File: config.mk
export PLATFORM = sky130hd
export DESIGN_NAME = nib_frame_aligner
export DESIGN_NICKNAME = d
export VERILOG_FILES = /design/src/rtl/nfa_pkg.sv /design/src/rtl/nfa_cfg_regs.sv /design/src/rtl/nfa_matcher.sv /design/src/rtl/nfa_align_ctrl.sv /design/src/rtl/nfa_nib_select.sv /design/src/rtl/nib_frame_aligner.sv
export SDC_FILE = /design/constraint.sdc
export NUM_CORES = 1
export LEC_CHECK = 0
export ABC_CLOCK_PERIOD_IN_PS = 6900
export BUFFER_PORTS_ARGS = -buffer_cell sky130_fd_sc_hd__buf_2
export CORE_ASPECT_RATIO = 0.7
export CORE_MARGIN = 4
export CORE_UTILIZATION = 40
export CTS_BUF_LIST = sky130_fd_sc_hd__clkbuf_8
export DETAILED_ROUTE_END_ITERATION = 10
export GPL_TIMING_DRIVEN = 0
export MAX_ROUTING_LAYER = met4
export PLACE_DENSITY = 0.52
export SYNTH_ARGS = -nofsm -noshare
export SYNTH_HDL_FRONTEND = slang
export SYNTH_SLANG_ARGS = --single-unit
File: constraint.sdc
create_clock -name clk -period 6.9 [get_ports clk]
set_clock_uncertainty 0.2 [all_clocks]
set_input_delay 1.38 -clock clk [delete_from_list [all_inputs] [get_ports clk]]
set_output_delay 1.38 -clock clk [all_outputs]
set_load 0.05 [all_outputs]
File: src/rtl/nfa_pkg.sv
package nfa_pkg;

  localparam logic [7:0]  NFA_HDR_BASE = 8'hB0;
  localparam logic [7:0]  NFA_MSK_BASE = 8'hB4;
  localparam logic [31:0] NFA_HDR_RST  = 32'hF6F6_2828;

  typedef enum logic {
    ARM_OFF = 1'b0,
    ARM_ON  = 1'b1
  } arm_state_e;

endpackage

File: src/rtl/nfa_cfg_regs.sv
module nfa_cfg_regs #(
  parameter int PAT_W  = 32,
  parameter int ADDR_W = 8,
  parameter logic [ADDR_W-1:0] HDR_BASE = 8'hB0,
  parameter logic [ADDR_W-1:0] MSK_BASE = 8'hB4,
  parameter logic [PAT_W-1:0]  HDR_RST  = 32'hF6F6_2828
) (
  input  logic              clk,
  input  logic              rst_n,
  input  logic              we,
  input  logic [ADDR_W-1:0] addr,
  input  logic [7:0]        wdata,
  output logic [PAT_W-1:0]  hdr,
  output logic [PAT_W-1:0]  msk
);

  localparam int NBYTES = PAT_W / 8;

  logic [PAT_W-1:0] hdr_q, hdr_d;
  logic [PAT_W-1:0] msk_q, msk_d;

  // byte i sits at base+i, byte 0 is the most significant
  always_comb begin
    hdr_d = hdr_q;
    msk_d = msk_q;
    for (int i = 0; i < NBYTES; i++) begin
      if (we && (addr == HDR_BASE + ADDR_W'(i)))
        hdr_d[PAT_W-1-8*i -: 8] = wdata;
      if (we && (addr == MSK_BASE + ADDR_W'(i)))
        msk_d[PAT_W-1-8*i -: 8] = wdata;
    end
  end

  always_ff @(posedge clk or negedge rst_n) begin
    if (!rst_n) begin
      hdr_q <= HDR_RST;
      msk_q <= '0;
    end else begin
      hdr_q <= hdr_d;
      msk_q <= msk_d;
    end
  end

  assign hdr = hdr_q;
  assign msk = msk_q;

endmodule

File: src/rtl/nfa_matcher.sv
module nfa_matcher #(
  parameter int NIB_W = 4,
  parameter int PAT_W = 32,
  localparam int HIST_W = PAT_W + NIB_W - 1
) (
  input  logic              clk,
  input  logic              rst_n,
  input  logic [NIB_W-1:0]  rx_nib,
  input  logic [PAT_W-1:0]  hdr,
  input  logic [PAT_W-1:0]  msk,
  output logic [HIST_W-1:0] hist,
  output logic [NIB_W-1:0]  match_vec
);

  logic [HIST_W-1:0] hist_q, hist_d;

  // newest bit lands in bit 0, so older bits sit higher
  always_comb begin
    hist_d = {hist_q[HIST_W-NIB_W-1:0], rx_nib};
  end

  always_ff @(posedge clk or negedge rst_n) begin
    if (!rst_n) hist_q <= '0;
    else        hist_q <= hist_d;
  end

  // offset k: header ends k bits before the newest bit
  for (genvar k = 0; k < NIB_W; k++) begin : g_lane
    assign match_vec[k] = ~|((hist_q[k +: PAT_W] ^ hdr) & ~msk);
  end

  assign hist = hist_q;

endmodule

File: src/rtl/nfa_align_ctrl.sv
module nfa_align_ctrl
  import nfa_pkg::*;
#(
  parameter int NIB_W = 4,
  localparam int OFF_W = (NIB_W > 1) ? $clog2(NIB_W) : 1
) (
  input  logic             clk,
  input  logic             rst_n,
  input  logic             align_en,
  input  logic [NIB_W-1:0] match_vec,
  output logic [OFF_W-1:0] off_nxt,
  output logic [OFF_W-1:0] off_q,
  output logic             armed,
  output logic             en_q,
  output logic             pulse_evt,
  output logic             frame_pulse
);

  arm_state_e       st_q, st_d;
  logic             en_rise, arm_now, hit_any;
  logic [OFF_W-1:0] hit_idx;

  // lowest matching offset has priority
  always_comb begin
    hit_any = |match_vec;
    hit_idx = '0;
    for (int k = NIB_W - 1; k >= 0; k--) begin
      if (match_vec[k]) hit_idx = OFF_W'(k);
    end
  end

  always_comb begin
    en_rise   = align_en & ~en_q;
    arm_now   = (st_q == ARM_ON) | en_rise;
    pulse_evt = arm_now ? hit_any : match_vec[off_q];
    off_nxt   = (arm_now && hit_any) ? hit_idx : off_q;
    st_d      = (arm_now && !(!align_en && pulse_evt)) ? ARM_ON : ARM_OFF;
  end

  always_ff @(posedge clk or negedge rst_n) begin
    if (!rst_n) begin
      st_q        <= ARM_OFF;
      en_q        <= 1'b0;
      off_q       <= '0;
      frame_pulse <= 1'b0;
    end else begin
      st_q        <= st_d;
      en_q        <= align_en;
      off_q       <= off_nxt;
      frame_pulse <= pulse_evt;
    end
  end

  assign armed = (st_q == ARM_ON);

endmodule

File: src/rtl/nfa_nib_select.sv
module nfa_nib_select #(
  parameter int NIB_W = 4,
  parameter int PAT_W = 32,
  localparam int HIST_W  = PAT_W + NIB_W - 1,
  localparam int OFF_W   = (NIB_W > 1) ? $clog2(NIB_W) : 1,
  localparam int TAP_LSB = PAT_W / 2 - NIB_W
) (
  input  logic              clk,
  input  logic              rst_n,
  input  logic [HIST_W-1:0] hist,
  input  logic [OFF_W-1:0]  sel,
  output logic [NIB_W-1:0]  nib_out
);

  logic [NIB_W-1:0] tap [NIB_W];
  logic [NIB_W-1:0] nib_d, nib_q;

  // tap k: the word that begins with header bit PAT_W/2-1 at offset k
  for (genvar k = 0; k < NIB_W; k++) begin : g_tap
    assign tap[k] = hist[k + TAP_LSB +: NIB_W];
  end

  always_comb begin
    nib_d = tap[sel];
  end

  always_ff @(posedge clk or negedge rst_n) begin
    if (!rst_n) nib_q <= '0;
    else        nib_q <= nib_d;
  end

  assign nib_out = nib_q;

endmodule

File: src/rtl/nib_frame_aligner.sv
module nib_frame_aligner
  import nfa_pkg::*;
#(
  parameter int NIB_W  = 4,
  parameter int PAT_W  = 32,
  parameter int ADDR_W = 8,
  parameter logic [ADDR_W-1:0] HDR_BASE = NFA_HDR_BASE,
  parameter logic [ADDR_W-1:0] MSK_BASE = NFA_MSK_BASE,
  parameter logic [PAT_W-1:0]  HDR_RST  = NFA_HDR_RST
) (
  input  logic              clk,
  input  logic              rst_n,
  input  logic [NIB_W-1:0]  rx_nib,
  input  logic              align_en,
  input  logic              cfg_we,
  input  logic [ADDR_W-1:0] cfg_addr,
  input  logic [7:0]        cfg_wdata,
  output logic [NIB_W-1:0]  aligned_nib,
  output logic              frame_pulse
);

  localparam int HIST_W = PAT_W + NIB_W - 1;
  localparam int OFF_W  = (NIB_W > 1) ? $clog2(NIB_W) : 1;

  logic [1:0]        rst_pipe;
  logic              rst_sync_n;
  logic [PAT_W-1:0]  hdr, msk;
  logic [HIST_W-1:0] hist;
  logic [NIB_W-1:0]  match_vec;
  logic [OFF_W-1:0]  off_nxt, off_q;
  logic              armed, en_q, pulse_evt;

  always_ff @(posedge clk or negedge rst_n) begin
    if (!rst_n) rst_pipe <= '0;
    else        rst_pipe <= {rst_pipe[0], 1'b1};
  end
  assign rst_sync_n = rst_pipe[1];

  nfa_cfg_regs #(
    .PAT_W(PAT_W), .ADDR_W(ADDR_W),
    .HDR_BASE(HDR_BASE), .MSK_BASE(MSK_BASE), .HDR_RST(HDR_RST)
  ) u_regs (
    .clk(clk), .rst_n(rst_sync_n), .we(cfg_we), .addr(cfg_addr),
    .wdata(cfg_wdata), .hdr(hdr), .msk(msk)
  );

  nfa_matcher #(.NIB_W(NIB_W), .PAT_W(PAT_W)) u_match (
    .clk(clk), .rst_n(rst_sync_n), .rx_nib(rx_nib), .hdr(hdr), .msk(msk),
    .hist(hist), .match_vec(match_vec)
  );

  nfa_align_ctrl #(.NIB_W(NIB_W)) u_ctrl (
    .clk(clk), .rst_n(rst_sync_n), .align_en(align_en), .match_vec(match_vec),
    .off_nxt(off_nxt), .off_q(off_q), .armed(armed), .en_q(en_q),
    .pulse_evt(pulse_evt), .frame_pulse(frame_pulse)
  );

  nfa_nib_select #(.NIB_W(NIB_W), .PAT_W(PAT_W)) u_sel (
    .clk(clk), .rst_n(rst_sync_n), .hist(hist), .sel(off_nxt),
    .nib_out(aligned_nib)
  );

endmodule

# Word level (Yosys, flattened, before mapping)
# Cells that the tools add are included.
# Widths: inputs -> output; s select.
# totals
ff_bits	110
inputBits	24
elab_cells	72
out_inout_bits	5
# op_classes
order_cmp	2
eq_ne	8
mux	12
reduce_logical	22
bitwise	13
# op_table
cell	n
$and 32x32->32	4
$reduce_or 32->1	4
$xor 32x32->32	4
$eq 8x8->1 const B	8
$not 32->32	1
$logic_and 1x1->1	11
$mux 2	5
$bmux 4 s2	1
$mux 4	2
$logic_not 1->1	6
$reduce_or 4->1	1
$ge 3x3->1 const B	1
$lt 2x3->1 const B	1
$mux 1	3
$not 2->3	1
$bmux 1 s2	1
$and 1x1->1	1
$not 1->1	1
$or 1x1->1	1

# Longest topological paths before layout
# Gate-level depths: netlist (run 1).
# depth
ltp_word	12
mapped_depth	10
ltp_nobuf	8

# Modules after synthesis
# A second synthesis (run 1) with hierarchy kept.
# hier_totals
hier_cells	485
hier_area_um2	6117.1
# modules_own_cells
module	cells_per_inst	area_each_um2	n_inst	seq_area_each_um2
nfa_matcher	308	3006.6	1	875.8
nfa_cfg_regs	145	2613.8	1	1621.6
nfa_align_ctrl	21	237.7	1	125.1
nfa_nib_select	8	205.2	1	100.1
nib_frame_aligner	3	53.8	1	50.0

# Worst setup path after synthesis (run 1)
# No wires, ideal clock.
# synth_timing
kind	in2reg
start	input cfg_addr[6]
end	register u_regs.msk_q[24] (netlist: u_regs.msk[24])
t_required_ns	6.575
setup_ns	0.125
path_buffers	1
path_slack_ns	3.798
cell_stages	5
arrival_ns	2.777
cell_sequence	nand4b_1 -> or3_1 -> clkbuf_1 -> nor3_2 -> mux2_2
# synth_via
elab_chain_len	2
# synth_rtl
item	line	rtl
start, declared	nib_frame_aligner.sv:16	input logic [ADDR_W-1:0] cfg_addr,
$eq 8x8->1	nfa_cfg_regs.sv:29	if (we && (addr == MSK_BASE + ADDR_W'(i)))
$logic_and 1x1->1	nfa_cfg_regs.sv:29	
end signal, assigned	nfa_cfg_regs.sv:40	msk_q <= msk_d;
end, declared	nfa_cfg_regs.sv:20	logic [PAT_W-1:0] msk_q, msk_d;
# No other way between the ends.
# A chain may end at the register's enable or synchronous reset.

# Final worst setup path (run 1)
# layout_timing
start	register u_regs.hdr_q[22] (netlist: u_regs.hdr[22])
end	register u_sel.nib_q[1] (netlist: u_sel.nib_out[1])
# layout_via
elab_chain_len	12
elab_cells_between_ends	27
classes_between	8 x mux; 9 x bitwise; 10 x reduce/logical
# layout_rtl
item	line	rtl
start, declared	nfa_cfg_regs.sv:19	logic [PAT_W-1:0] hdr_q, hdr_d;
start signal, assigned	nfa_cfg_regs.sv:39	hdr_q <= hdr_d;
$xor 32x32->32	nfa_matcher.sv:29	assign match_vec[k] = ~|((hist_q[k +: PAT_W] ^ hdr) & ~msk);
$and 32x32->32	nfa_matcher.sv:29	
$reduce_or 32->1	nfa_matcher.sv:29	
$mux 2 (4 in series)	nfa_align_ctrl.sv:28	if (match_vec[k]) hit_idx = OFF_W'(k);
$mux 2 (*)	nfa_align_ctrl.sv:36	off_nxt = (arm_now && hit_any) ? hit_idx : off_q;
$not 2->3 (not written as such) (*)	nfa_nib_select.sv:24	nib_d = tap[sel];
$bmux 4 s2 (*)	nfa_nib_select.sv:24	
$mux 4 (not written as such) (*) (2 in series)	nfa_nib_select.sv:24	
via u_sel.nib_d[1]	nfa_nib_select.sv:16	logic [NIB_W-1:0] nib_d, nib_q;
end signal, assigned	nfa_nib_select.sv:29	else nib_q <= nib_d;
end, declared	nfa_nib_select.sv:16	
# Mark *: on every way through the listed nets, which the timed path passes. The rest lies on a longest branch. The select of a mux whose other input is x is not followed.

==> out/metrics.cfg, run 1 <==
[critical_path]
critical_path_buf_inv_count=2
crit_fanout=10
timing.rr.end=u_sel.nib_out[1]$_DFF_PN0_
crit_chain=buf_2 > xnor2_1 > o22ai_1 > nor4_1 > nand4_1 > o21ai_4 > buf_6 > nor3_1 > or3_1 > mux2_4
r2r_cells=10
cp.required_ps=7000
cp_data_arrival_time_ps=3480
critical_path.startpoint=u_regs.hdr[22]$_DFFE_PN1P_
rr_startpoint=u_regs.hdr[22]$_DFFE_PN1P_
regToRegSetupSlack_ps=3520
critPathMaxStageDelay_ps=590
worstSetupEndpointType=flip-flop
crit_path_top_delay_cell=sky130_fd_sc_hd__nor4_1
worstSetupStartpointType=flip-flop
critical_path_class=flip-flop to flip-flop
path_delay_family=simple AND/OR/NAND/NOR gates

[routing]
wl_per_cell_um=21.5
drt_drc_violations_left=0
drt_wl_total_mm=16.8
antenna_left=0
via_per_inst=5.38
drt_pre_antenna_iters=5
drt_iter0_markers=225
dr_total_vias=4210

[global_route]
antenna_found_initial=0
grt_pass1_vias=4318
grt_overflow_total=0
track_usage_pct=21.1
pin_count_of_the_biggest_net_entering_global_routing=71
grt_first_pass_wirelength_mm=26.4

[logic_synthesis]
synth.area.top_cells=sky130_fd_sc_hd__dfrtp_1, sky130_fd_sc_hd__xnor2_1, sky130_fd_sc_hd__dfstp_2
area_share_of_the_largest_cell_type_after_synthesis_pct=38.3
syn_inst=541
yosys-top-cells-count=sky130_fd_sc_hd__xnor2_1, sky130_fd_sc_hd__dfrtp_1, sky130_fd_sc_hd__o22ai_1, sky130_fd_sc_hd__buf_2, sky130_fd_sc_hd__mux2_2
ffs_w_async_s_r_synth_pct=100
synth_most_common_cell=sky130_fd_sc_hd__xnor2_1
count_of_flip_flops_with_a_built_in_enable_after_synthesis=0
synth_nets=565
dominant_register_cell_in_the_synthesized_netlist=sky130_fd_sc_hd__dfrtp_1
synth.lib_cells_used.distinct=44
yosysSeqAreaShare_pct=45.1
synth-seq-cells=110
yosys_warnings=0
post_synth.cell_area_avg_um2=11.4
synth_area_um2=6140
synth_top_area_cell=sky130_fd_sc_hd__dfrtp_1

[final_layout]
fin_cells=782
finalNetCount=606
fin_area_um2=6760
layout-drive-gt1-share_pct=29.8
n_antenna_cell=0
layout-area-overhead-vs-synth_pct=10.1
n_fill_cell=1362

[clock_tree]
root_buffer=sky130_fd_sc_hd__clkbuf_8
postCtsResizedCells=0
clk_buf_depth=2
cts_hold_buf=0
clock_sink_count=110
clk_transition_reported_paths_ps=110
cts-buffers-inserted=9
clkLatencyLatePin_ps=410
clock_tree.htree_level_count=3
clock_tree_from_tritoncts=done
cts_setup_buffers=0

[die]
core_outline_area_um2=14900
placementRows=37
starting_density_pct=41.3
dieWidth_um=156
dieHeight_um=112
die_area_um2=17400
io_pins=29

[power]
cellPowerDensity_nw_per_um2=199
p_leak_nw=2.78
max_ir_drop_vdd_v=0.0000956

[timing]
fmax_mhz=296
rsz0062_at_grt=no
fin_crit_ps=3380
report.final.setup_viol=0
fin_tns_setup_ps=0
timing_worst_slew_pin_value_ps=1220
post_route_clock_period_utilization_pct=49.0
finalHoldWorstSlack_ps=114
timing_hold_violations_final=0
timing_max_transition_violations_final=0
maxSlewHeadroom_pct=18.5

[placement]
placed_instance_count=766
placement.cell_area_um2=6580
detailedPlacementHpwl_mm=12.7
place_congestion=0.963
placement.io_buffers=28

[job]
maxCapViolCount=0

[run_status]
result_of_the_run=completed

[min_path]
hold_class=flip-flop to asynchronous set/reset pin

-- flip-flops by register name, indices dropped and copies added, names as in the netlist --
signal and flops:
rst_pipe 2, u_ctrl.armed 1, u_ctrl.en_q 1, u_ctrl.frame_pulse 1
u_ctrl.off_q 2, u_match.hist 35, u_regs.hdr 32, u_regs.msk 32
u_sel.nib_out 4
-- layout make-up --
| type | count | area, um^2 | area share (%) |
|---|---|---|---|
| flip-flops and latches | 110 | 2780 | 41.0 |
| inverters | 3 | 11.3 | 0.166 |
| clock inverters | 7 | 63.8 | 0.943 |
| repair buffers | 30 | 179 | 2.65 |
| plain buffers | 67 | 412 | 6.09 |
| multi-input cells | 361 | 2950 | 43.7 |
| well taps | 195 | 244 | 3.61 |
| clock buffers | 9 | 124 | 1.83 |
-- placed cells by master, fill, tap and decap left out, types with 3 or more instances in the layout --
master,count
sky130_fd_sc_hd__xnor2_1,128
sky130_fd_sc_hd__dfrtp_1,93
sky130_fd_sc_hd__buf_2,73
sky130_fd_sc_hd__o22ai_1,64
sky130_fd_sc_hd__mux2_2,34
sky130_fd_sc_hd__mux2_1,32
sky130_fd_sc_hd__nand2_1,21
sky130_fd_sc_hd__dfstp_2,16
sky130_fd_sc_hd__buf_6,12
sky130_fd_sc_hd__nor4_1,12
sky130_fd_sc_hd__nor2_1,12
sky130_fd_sc_hd__a21oi_1,10
sky130_fd_sc_hd__clkbuf_8,9
sky130_fd_sc_hd__buf_4,5
sky130_fd_sc_hd__nor4_2,4
sky130_fd_sc_hd__clkbuf_1,4
sky130_fd_sc_hd__mux2i_1,4
sky130_fd_sc_hd__nor3_1,4
sky130_fd_sc_hd__or3_1,4
sky130_fd_sc_hd__nand4_1,3
sky130_fd_sc_hd__inv_1,3
sky130_fd_sc_hd__inv_8,3
-- through the flow --
stage	util [%]	setup WS, ps	total power, mW
final	45.5	3520	1.35
after global routing	45.5	3410	1.42
after CTS	45.5	3530	1.36
after detailed placement	44.3	3160	0.971
after global placement	43.9	2170	0.962
after floorplan	-	3440	0.897
-- per-layer routing --
metal,up-vias,part of all wire [%],track usage [%]
met1,2092,49,30.6
met3,29,5.9,5.48
li1,1966,-,-
met4,0,1.9,5.66
met5,-,0,-
met2,123,43,29.2
-- cell families after synthesis --
logic type                Yosys count  share of synthesized area (%)
AOI/OAI and AO/OA                  88                           9.29
xor gates and xnor gates          128                           18.2
buffers and inverters              70                           6.88
DFF                               110                           45.1
muxes                              73                           13.7
other                               1                         0.0610
and+or+nand+nor                    71                           6.74
-- power by group --
group	switching, mW	internal, mW
registers	0.0272	0.681
clock network	0.248	0.141
logic	0.138	0.112
-- how the worst max path moves through the flow --
stage / slack, ps / end / cells after the start
after floorplan: 3440 / u_ctrl.armed$_DFF_PN0_ / 0
after global placement: 2170 / u_sel.nib_out[1]$_DFF_PN0_ / 0
after detailed placement: 3160 / u_regs.msk[20]$_DFFE_PN0P_ / 6
after CTS: 3530 / u_sel.nib_out[1]$_DFF_PN0_ / 10
after global routing: 3410 / u_sel.nib_out[1]$_DFF_PN0_ / 10
final: 3520 / u_sel.nib_out[1]$_DFF_PN0_ / 10
No activity file was read; power rests on OpenSTA's default activity.
==> run 2: changes to the inputs <==
--- a/config.mk
+++ b/config.mk
@@ -5,7 +5,7 @@
 export SDC_FILE = /design/constraint.sdc
 export NUM_CORES = 1
 export LEC_CHECK = 0
-export ABC_CLOCK_PERIOD_IN_PS = 6900
+export ABC_CLOCK_PERIOD_IN_PS = 3200
 export BUFFER_PORTS_ARGS = -buffer_cell sky130_fd_sc_hd__buf_2
 export CORE_ASPECT_RATIO = 0.7
 export CORE_MARGIN = 4
==> constraint.sdc (replaced) <==
create_clock -name clk -period 3.2 [get_ports clk]
set_clock_uncertainty 0.2 [all_clocks]
set_input_delay 0.64 -clock clk [delete_from_list [all_inputs] [get_ports clk]]
set_output_delay 0.64 -clock clk [all_outputs]
set_load 0.05 [all_outputs]
==> run 2 against run 1 <==
Non-clock buffer count up 5. Hold slack better by 36 ps. Via count up 1.5%. Clock-buffer cell count unchanged. Maximum frequency up 7.4%. Combinational power up 120%. First-iteration DRC count up 22%. Register-to-register slack worse by 3500 ps. Design area up 1.7%. Critical path depth unchanged. Sequential share of layout area down 0.67 points. Critical path type unchanged. Largest power group unchanged.
==> out/metrics.cfg, run 2 (synthesized netlist as in run 1, its figures left out) <==
[run_status]
result_of_the_run=completed  ; unchanged

[power]
p_leak_nw=2.81  ; was 2.78 nW
finalPower_mw=2.97  ; was 1.35 mW
cellPowerDensity_nw_per_um2=433  ; was 199 nW/um^2
max_ir_drop_vdd_v=0.000196  ; was 0.0000956 V

[timing]
timing_max_transition_violations_final=0  ; unchanged
fin_crit_ps=3150  ; was 3380 ps
fmax_mhz=318  ; was 296 MHz
rsz0062_at_grt=no  ; unchanged
timing_worst_slew_pin_value_ps=1260  ; was 1220 ps
report.final.setup_viol=0  ; unchanged
finalHoldWorstSlack_ps=150  ; was 114 ps
post_route_clock_period_utilization_pct=98.4  ; was 49.0%
maxSlewHeadroom_pct=15.7  ; was 18.5%
timing_hold_violations_final=0  ; unchanged

[routing]
wl_per_cell_um=21.5  ; about the same
dr_total_vias=4274  ; was 4210
antenna_left=0  ; unchanged
drt_wl_total_mm=16.9  ; was 16.8 mm
drt_drc_violations_left=0  ; unchanged
drt_iter0_markers=274  ; was 225
via_per_inst=5.43  ; was 5.38
drt_pre_antenna_iters=4  ; was 5

[die]
core_outline_area_um2=14900  ; unchanged
io_pins=29  ; unchanged
placementRows=37  ; unchanged
dieHeight_um=112  ; unchanged
dieWidth_um=156  ; unchanged
die_area_um2=17400  ; unchanged
starting_density_pct=41.3  ; unchanged

[clock_tree]
clkLatencyLatePin_ps=390  ; was 410 ps
clk_buf_depth=2  ; unchanged
clock_tree.htree_level_count=3  ; unchanged
root_buffer=sky130_fd_sc_hd__clkbuf_8  ; unchanged
clock_tree_from_tritoncts=done  ; unchanged
clk_transition_reported_paths_ps=110  ; about the same
clock_sink_count=110  ; unchanged
cts-buffers-inserted=9  ; unchanged

[critical_path]
crit_fanout=10  ; unchanged
crit_path_top_delay_cell=sky130_fd_sc_hd__dfstp_2  ; was sky130_fd_sc_hd__nor4_1
cp.required_ps=3280  ; was 7000 ps
r2r_cells=10  ; unchanged
worstSetupEndpointType=flip-flop  ; unchanged
regToRegSetupSlack_ps=50  ; was 3520 ps
critical_path.startpoint=u_regs.hdr[22]$_DFFE_PN1P_  ; unchanged
crit_chain=buf_2 > xnor2_1 > o22ai_1 > nor4_2 > nand4_2 > and2_4 > buf_6 > a31o_1 > or3_1 > mux2_4  ; was buf_2 > xnor2_1 > o22ai_1 > nor4_1 > nand4_1 > o21ai_4 > buf_6 > nor3_1 > or3_1 > mux2_4
critical_path_class=flip-flop to flip-flop  ; unchanged
rr_startpoint=u_regs.hdr[22]$_DFFE_PN1P_  ; unchanged
cp_data_arrival_time_ps=3230  ; was 3480 ps
critPathMaxStageDelay_ps=530  ; was 590 ps
worstSetupStartpointType=flip-flop  ; unchanged

[final_layout]
layout-drive-gt1-share_pct=31.6  ; was 29.8%
n_fill_cell=1359  ; was 1362
multi_input_comb_area_um2=3010  ; was 2950 um^2
finalNetCount=611  ; was 606
n_antenna_cell=0  ; unchanged
most-common-layout-cells=sky130_fd_sc_hd__xnor2_1, sky130_fd_sc_hd__dfrtp_1, sky130_fd_sc_hd__buf_2, sky130_fd_sc_hd__o22ai_1, sky130_fd_sc_hd__mux2_2  ; unchanged
layout-area-overhead-vs-synth_pct=11.9  ; was 10.1%
layout.cells.most_common=sky130_fd_sc_hd__xnor2_1  ; unchanged
largest_register_ff_count=35  ; unchanged
layout.area.seq_um2=2780  ; unchanged

[min_path]
hold_path_depth=1
hold_class=input port to flip-flop  ; was flip-flop to asynchronous set/reset pin
min-delay-start=rx_nib[0]

[job]
maxCapViolCount=0  ; unchanged

[global_route]
pin_count_of_the_biggest_net_entering_global_routing=56  ; was 71
antenna_found_initial=0  ; unchanged
grt_first_pass_wirelength_mm=25.7  ; was 26.4 mm
track_usage_pct=20.4  ; was 21.1%
grt_pass1_vias=4275  ; was 4318
grt_overflow_total=0  ; unchanged

[placement]
placement.io_buffers=28  ; unchanged
place_congestion=0.975  ; was 0.963
detailedPlacementHpwl_mm=12.7  ; about the same

-- run 2: cell count changes in the layout (fill, tap and decap cells not counted), sizes merged --
cell / delta
inv: -1
bufinv: +1
buf: +4
dlygate4sd3: +1
-- run 2: repair_timing --
action | in CTS | in global routing
gates resized for setup | 3 | 6
cloned | 0 | 0
setup buffers | 1 | 3
hold buffers | 1 | 0
hold endpoints to repair | 2 | 0
pin swaps | 1 | 2
endpoints found under the setup margin | 2 | 4
-- run 2: area by class of cell --
class                   count  area share, %
well taps                 195           3.55
inverters                   3          0.164
multi-input cells         361           43.8
flip-flops and latches    110           40.4
clock buffers               9           1.80
clock inverters             7           1.16
plain buffers              67           5.99
repair buffers             35           3.18
-- run 2: metrics by stage --
step           instance area [um^2]  cells  util (%)  setup WS, ps  TNS, ps
2_1_floorplan                  6150    541         -           525        0
3_3_place_gp                   6530    764      43.9          -118    -1020
3_5_place_dp                   6580    766      44.3          -158     -292
4_1_cts                        6820    784      45.9          4.99        0
5_1_grt                        6880    787      46.3          4.08        0
6_report                       6880    787      46.3          50.6        0
-- run 2: worst max-delay path: cells and delay by family (launching register included) --
kind                   cells  cell delay, ps
AO/OA/AOI/OAI              2             320
XOR/XNOR                   1             130
buffers and inverters      2             300
flip-flops                 1             530
multiplexers               1             270
AND/OR/NAND/NOR            4            1290
-- run 2: power breakdown --
part | internal (mW) | leakage (nW) | switching [mW]
registers | 1.47 | 1.37 | 0.0637
clock network | 0.375 | 0.108 | 0.520
logic | 0.244 | 1.34 | 0.304
total | 2.09 | 2.81 | 0.888
-- run 2: routing by layer --
layer / part of all wire (%) / track usage [%] / vias to the layer above
met5: 0 / - / -
met4: 1.9 / 5.43 / 0
met3: 6.0 / 4.66 / 31
met2: 44 / 29.1 / 94
met1: 49 / 29.2 / 2183
li1: - / - / 1966
-- run 2: path summary, 6_finish.rpt --
check / endpoint
setup / recovery: u_sel.nib_out[1]$_DFF_PN0_
hold / removal: u_match.hist[0]$_DFF_PN0_
setup reg to reg: u_sel.nib_out[1]$_DFF_PN0_
hold reg to reg: rst_pipe[1]$_DFF_PN0_
max in group asynchronous: u_regs.hdr[18]$_DFFE_PN1P_
min in group asynchronous: u_match.hist[3]$_DFF_PN0_
==> run 3: changes to the inputs <==
--- a/config.mk
+++ b/config.mk
@@ -6,7 +6,8 @@
 export NUM_CORES = 1
 export LEC_CHECK = 0
 export ABC_CLOCK_PERIOD_IN_PS = 3200
-export BUFFER_PORTS_ARGS = -buffer_cell sky130_fd_sc_hd__buf_2
+export BUFFER_PORTS_ARGS = -buffer_cell sky130_fd_sc_hd__buf_4
+export CAP_MARGIN = 20
 export CORE_ASPECT_RATIO = 0.7
 export CORE_MARGIN = 4
 export CORE_UTILIZATION = 40
==> run 3 against run 2 <==
Sequential power is essentially flat. Clock-buffer cell count grew 1. Via count up 0.54%. Clock power is 8.6% lower. Non-clock buffer count up 3. Hold slack worse by 5.7 ps. Wire length about the same. Critical endpoint is now u_sel.nib_out[3]$_DFF_PN0_.
==> out/metrics.cfg, run 3 (synthesized netlist as in run 1, its figures left out) <==
[timing]
timing_worst_slew_pin_value_ps=1130  ; was 1260 ps
timing_hold_violations_final=0  ; unchanged
timing_max_transition_violations_final=0  ; unchanged
fmax_mhz=320  ; was 318 MHz
setup_slack_ps=70.3  ; was 50.6 ps
post_route_clock_period_utilization_pct=97.8  ; was 98.4%
maxSlewHeadroom_pct=24.1  ; was 15.7%
finalHoldWorstSlack_ps=145  ; was 150 ps
fin_crit_ps=3130  ; was 3150 ps
report.final.setup_viol=0  ; unchanged

[final_layout]
layout.cells.most_common=sky130_fd_sc_hd__xnor2_1  ; unchanged
layout-area-overhead-vs-synth_pct=13.0  ; was 11.9%
layout-drive-gt1-share_pct=31.6  ; about the same
final_util_pct=46.7  ; was 46.3%
n_antenna_cell=0  ; unchanged
fin_cells=790  ; was 787
fin_area_um2=6940  ; was 6880 um^2
finalNetCount=614  ; was 611
largest_register_ff_count=35  ; unchanged
most-common-layout-cells=sky130_fd_sc_hd__xnor2_1, sky130_fd_sc_hd__dfrtp_1, sky130_fd_sc_hd__o22ai_1, sky130_fd_sc_hd__buf_2, sky130_fd_sc_hd__buf_4  ; was sky130_fd_sc_hd__xnor2_1, sky130_fd_sc_hd__dfrtp_1, sky130_fd_sc_hd__buf_2, sky130_fd_sc_hd__o22ai_1, sky130_fd_sc_hd__mux2_2

[critical_path]
worstSetupEndpointType=flip-flop  ; unchanged
cp_data_arrival_time_ps=3190  ; was 3230 ps
rr_startpoint=u_regs.hdr[22]$_DFFE_PN1P_  ; unchanged
r2r_cells=10  ; unchanged
critical_path_class=flip-flop to flip-flop  ; unchanged
timing.rr.end=u_sel.nib_out[3]$_DFF_PN0_  ; was u_sel.nib_out[1]$_DFF_PN0_
worstSetupStartpointType=flip-flop  ; unchanged
crit_fanout=10  ; unchanged
cp.required_ps=3260  ; was 3280 ps
regToRegSetupSlack_ps=70  ; was 50 ps

[routing]
drt_iter0_markers=315  ; was 274
m1WireLength_mm=8.08  ; was 8.22 mm
met2_wirelength_mm=7.47  ; was 7.37 mm
wl_per_cell_um=21.4  ; was 21.5 um
drt_drc_violations_left=0  ; unchanged
drt_pre_antenna_iters=4  ; unchanged
dr_total_vias=4297  ; was 4274
drt_wl_total_mm=16.9  ; about the same
detailroute.wirelength.met3_mm=1.07  ; was 1.02 mm
antenna_left=0  ; unchanged
route.top_layer_used=met4  ; unchanged
via_per_inst=5.44  ; was 5.43

[power]
cellInternalPower_mw=2.04  ; was 2.09 mW
p_comb_share_pct=19.4  ; was 18.4%
power_frac_clock_pct=28.1  ; was 30.1%
cellPowerDensity_nw_per_um2=419  ; was 433 nW/um^2
power.share.switching_pct=29.9  ; about the same
power.switching_uw=870  ; was 888 uW
seq_power_share_pct=52.5  ; was 51.5%
p_leak_nw=2.83  ; was 2.81 nW
max_ir_drop_vdd_v=0.000190  ; was 0.000196 V

[global_route]
grt_pass1_vias=4398  ; was 4275
grt_overflow_total=0  ; unchanged
grt_first_pass_wirelength_mm=26.2  ; was 25.7 mm
track_usage_pct=20.4  ; about the same
antenna_found_initial=0  ; unchanged
pin_count_of_the_biggest_net_entering_global_routing=65  ; was 56

[placement]
placement.io_buffers=28  ; unchanged
placement.cell_area_um2=6660  ; was 6580 um^2
placed_instance_count=767  ; was 766
place_congestion=0.968  ; was 0.975
detailedPlacementHpwl_mm=12.8  ; was 12.7 mm
dp_worst_setup_slack_ps=-58.5  ; was -158 ps

[die]
dieWidth_um=156  ; unchanged
placementRows=37  ; unchanged
die_area_um2=17400  ; unchanged
core_outline_area_um2=14900  ; unchanged
io_pins=29  ; unchanged
dieHeight_um=112  ; unchanged
starting_density_pct=41.3  ; unchanged

[clock_tree]
clk_transition_reported_paths_ps=110  ; about the same
clk_buf_depth=2  ; unchanged
clock_sink_count=110  ; unchanged
clock_tree.htree_level_count=3  ; unchanged
clkLatencyLatePin_ps=380  ; was 390 ps
clock_tree_from_tritoncts=done  ; unchanged
root_buffer=sky130_fd_sc_hd__clkbuf_8  ; unchanged
cts-buffers-inserted=9  ; unchanged

[run_status]
result_of_the_run=completed  ; unchanged

[job]
maxCapViolCount=0  ; unchanged

[min_path]
hold_class=flip-flop to asynchronous set/reset pin  ; was input port to flip-flop

[run 3: changes by cell type in the layout (fill, tap and decap cells not counted), sizes merged]
cell and delta:
clkbuf +2, inv -2, bufinv -1, buf +2
clkinvlp +1, clkinv +1
[run 3: how the worst max path moves through the flow]
stage / depth (start not counted) / start / end
after floorplan: 10 / u_regs.hdr[20]$_DFFE_PN1P_ / u_sel.nib_out[3]$_DFF_PN0_
after global placement: 10 / u_regs.hdr[22]$_DFFE_PN1P_ / u_sel.nib_out[1]$_DFF_PN0_
after detailed placement: 10 / u_regs.hdr[22]$_DFFE_PN1P_ / u_sel.nib_out[1]$_DFF_PN0_
after CTS: 10 / u_regs.hdr[22]$_DFFE_PN1P_ / u_sel.nib_out[3]$_DFF_PN0_
after global routing: 10 / u_regs.hdr[5]$_DFFE_PN1P_ / u_sel.nib_out[3]$_DFF_PN0_
final: 10 / u_regs.hdr[22]$_DFFE_PN1P_ / u_sel.nib_out[3]$_DFF_PN0_
[run 3: critical path, cell delays in order (launching register included)]
cell and delay, ps:
sky130_fd_sc_hd__dfstp_2 530, sky130_fd_sc_hd__buf_2 160, sky130_fd_sc_hd__xnor2_1 150, sky130_fd_sc_hd__o22ai_1 120, sky130_fd_sc_hd__nor4_2 410, sky130_fd_sc_hd__nand4_1 260, sky130_fd_sc_hd__o21ai_4 310, sky130_fd_sc_hd__buf_6 190
sky130_fd_sc_hd__nor3_1 60, sky130_fd_sc_hd__or3_1 350, sky130_fd_sc_hd__mux2_4 270
[run 3: metrics by stage]
step           setup TNS [ps]  total power [mW]
2_1_floorplan               0              1.93
3_3_place_gp             -383              2.09
3_5_place_dp             -115              2.10
4_1_cts                     0              2.93
5_1_grt                 -7.13              3.05
6_report                    0              2.91
[run 3: routing by layer]
layer | track usage (%) | vias to the layer above
met3 | 4.70 | 25
li1 | - | 1981
met1 | 28.9 | 2158
met5 | - | -
met4 | 4.91 | 0
met2 | 29.8 | 133
[run 3: timing repair]
action,4_1_cts,5_1_grt
hold endpoints to repair,2,0
endpoints found under the setup margin,2,3
setup buffers,0,6
hold buffers,1,0
pin swaps,2,8
gates resized for setup,4,3
[run 3: power groups by stage]
| stage | registers, mW | clock network (mW) | logic (mW) |
|---|---|---|---|
| after CTS | 1.53 | 0.850 | 0.555 |
| final | 1.53 | 0.818 | 0.563 |
| after global routing | 1.54 | 0.902 | 0.603 |
| after global placement | 1.57 | 0 | 0.518 |
| after floorplan | 1.57 | 0 | 0.363 |
| after detailed placement | 1.56 | 0 | 0.548 |
[run 3: final cells by class]
type                    count  area (um^2)
plain buffers              67          414
clock buffers              10          138
clock inverters             6         51.3
fillers                  1371         7920
inverters                   3         11.3
multi-input cells         361         2990
flip-flops and latches    110         2780
well taps                 195          244
repair buffers             38          315
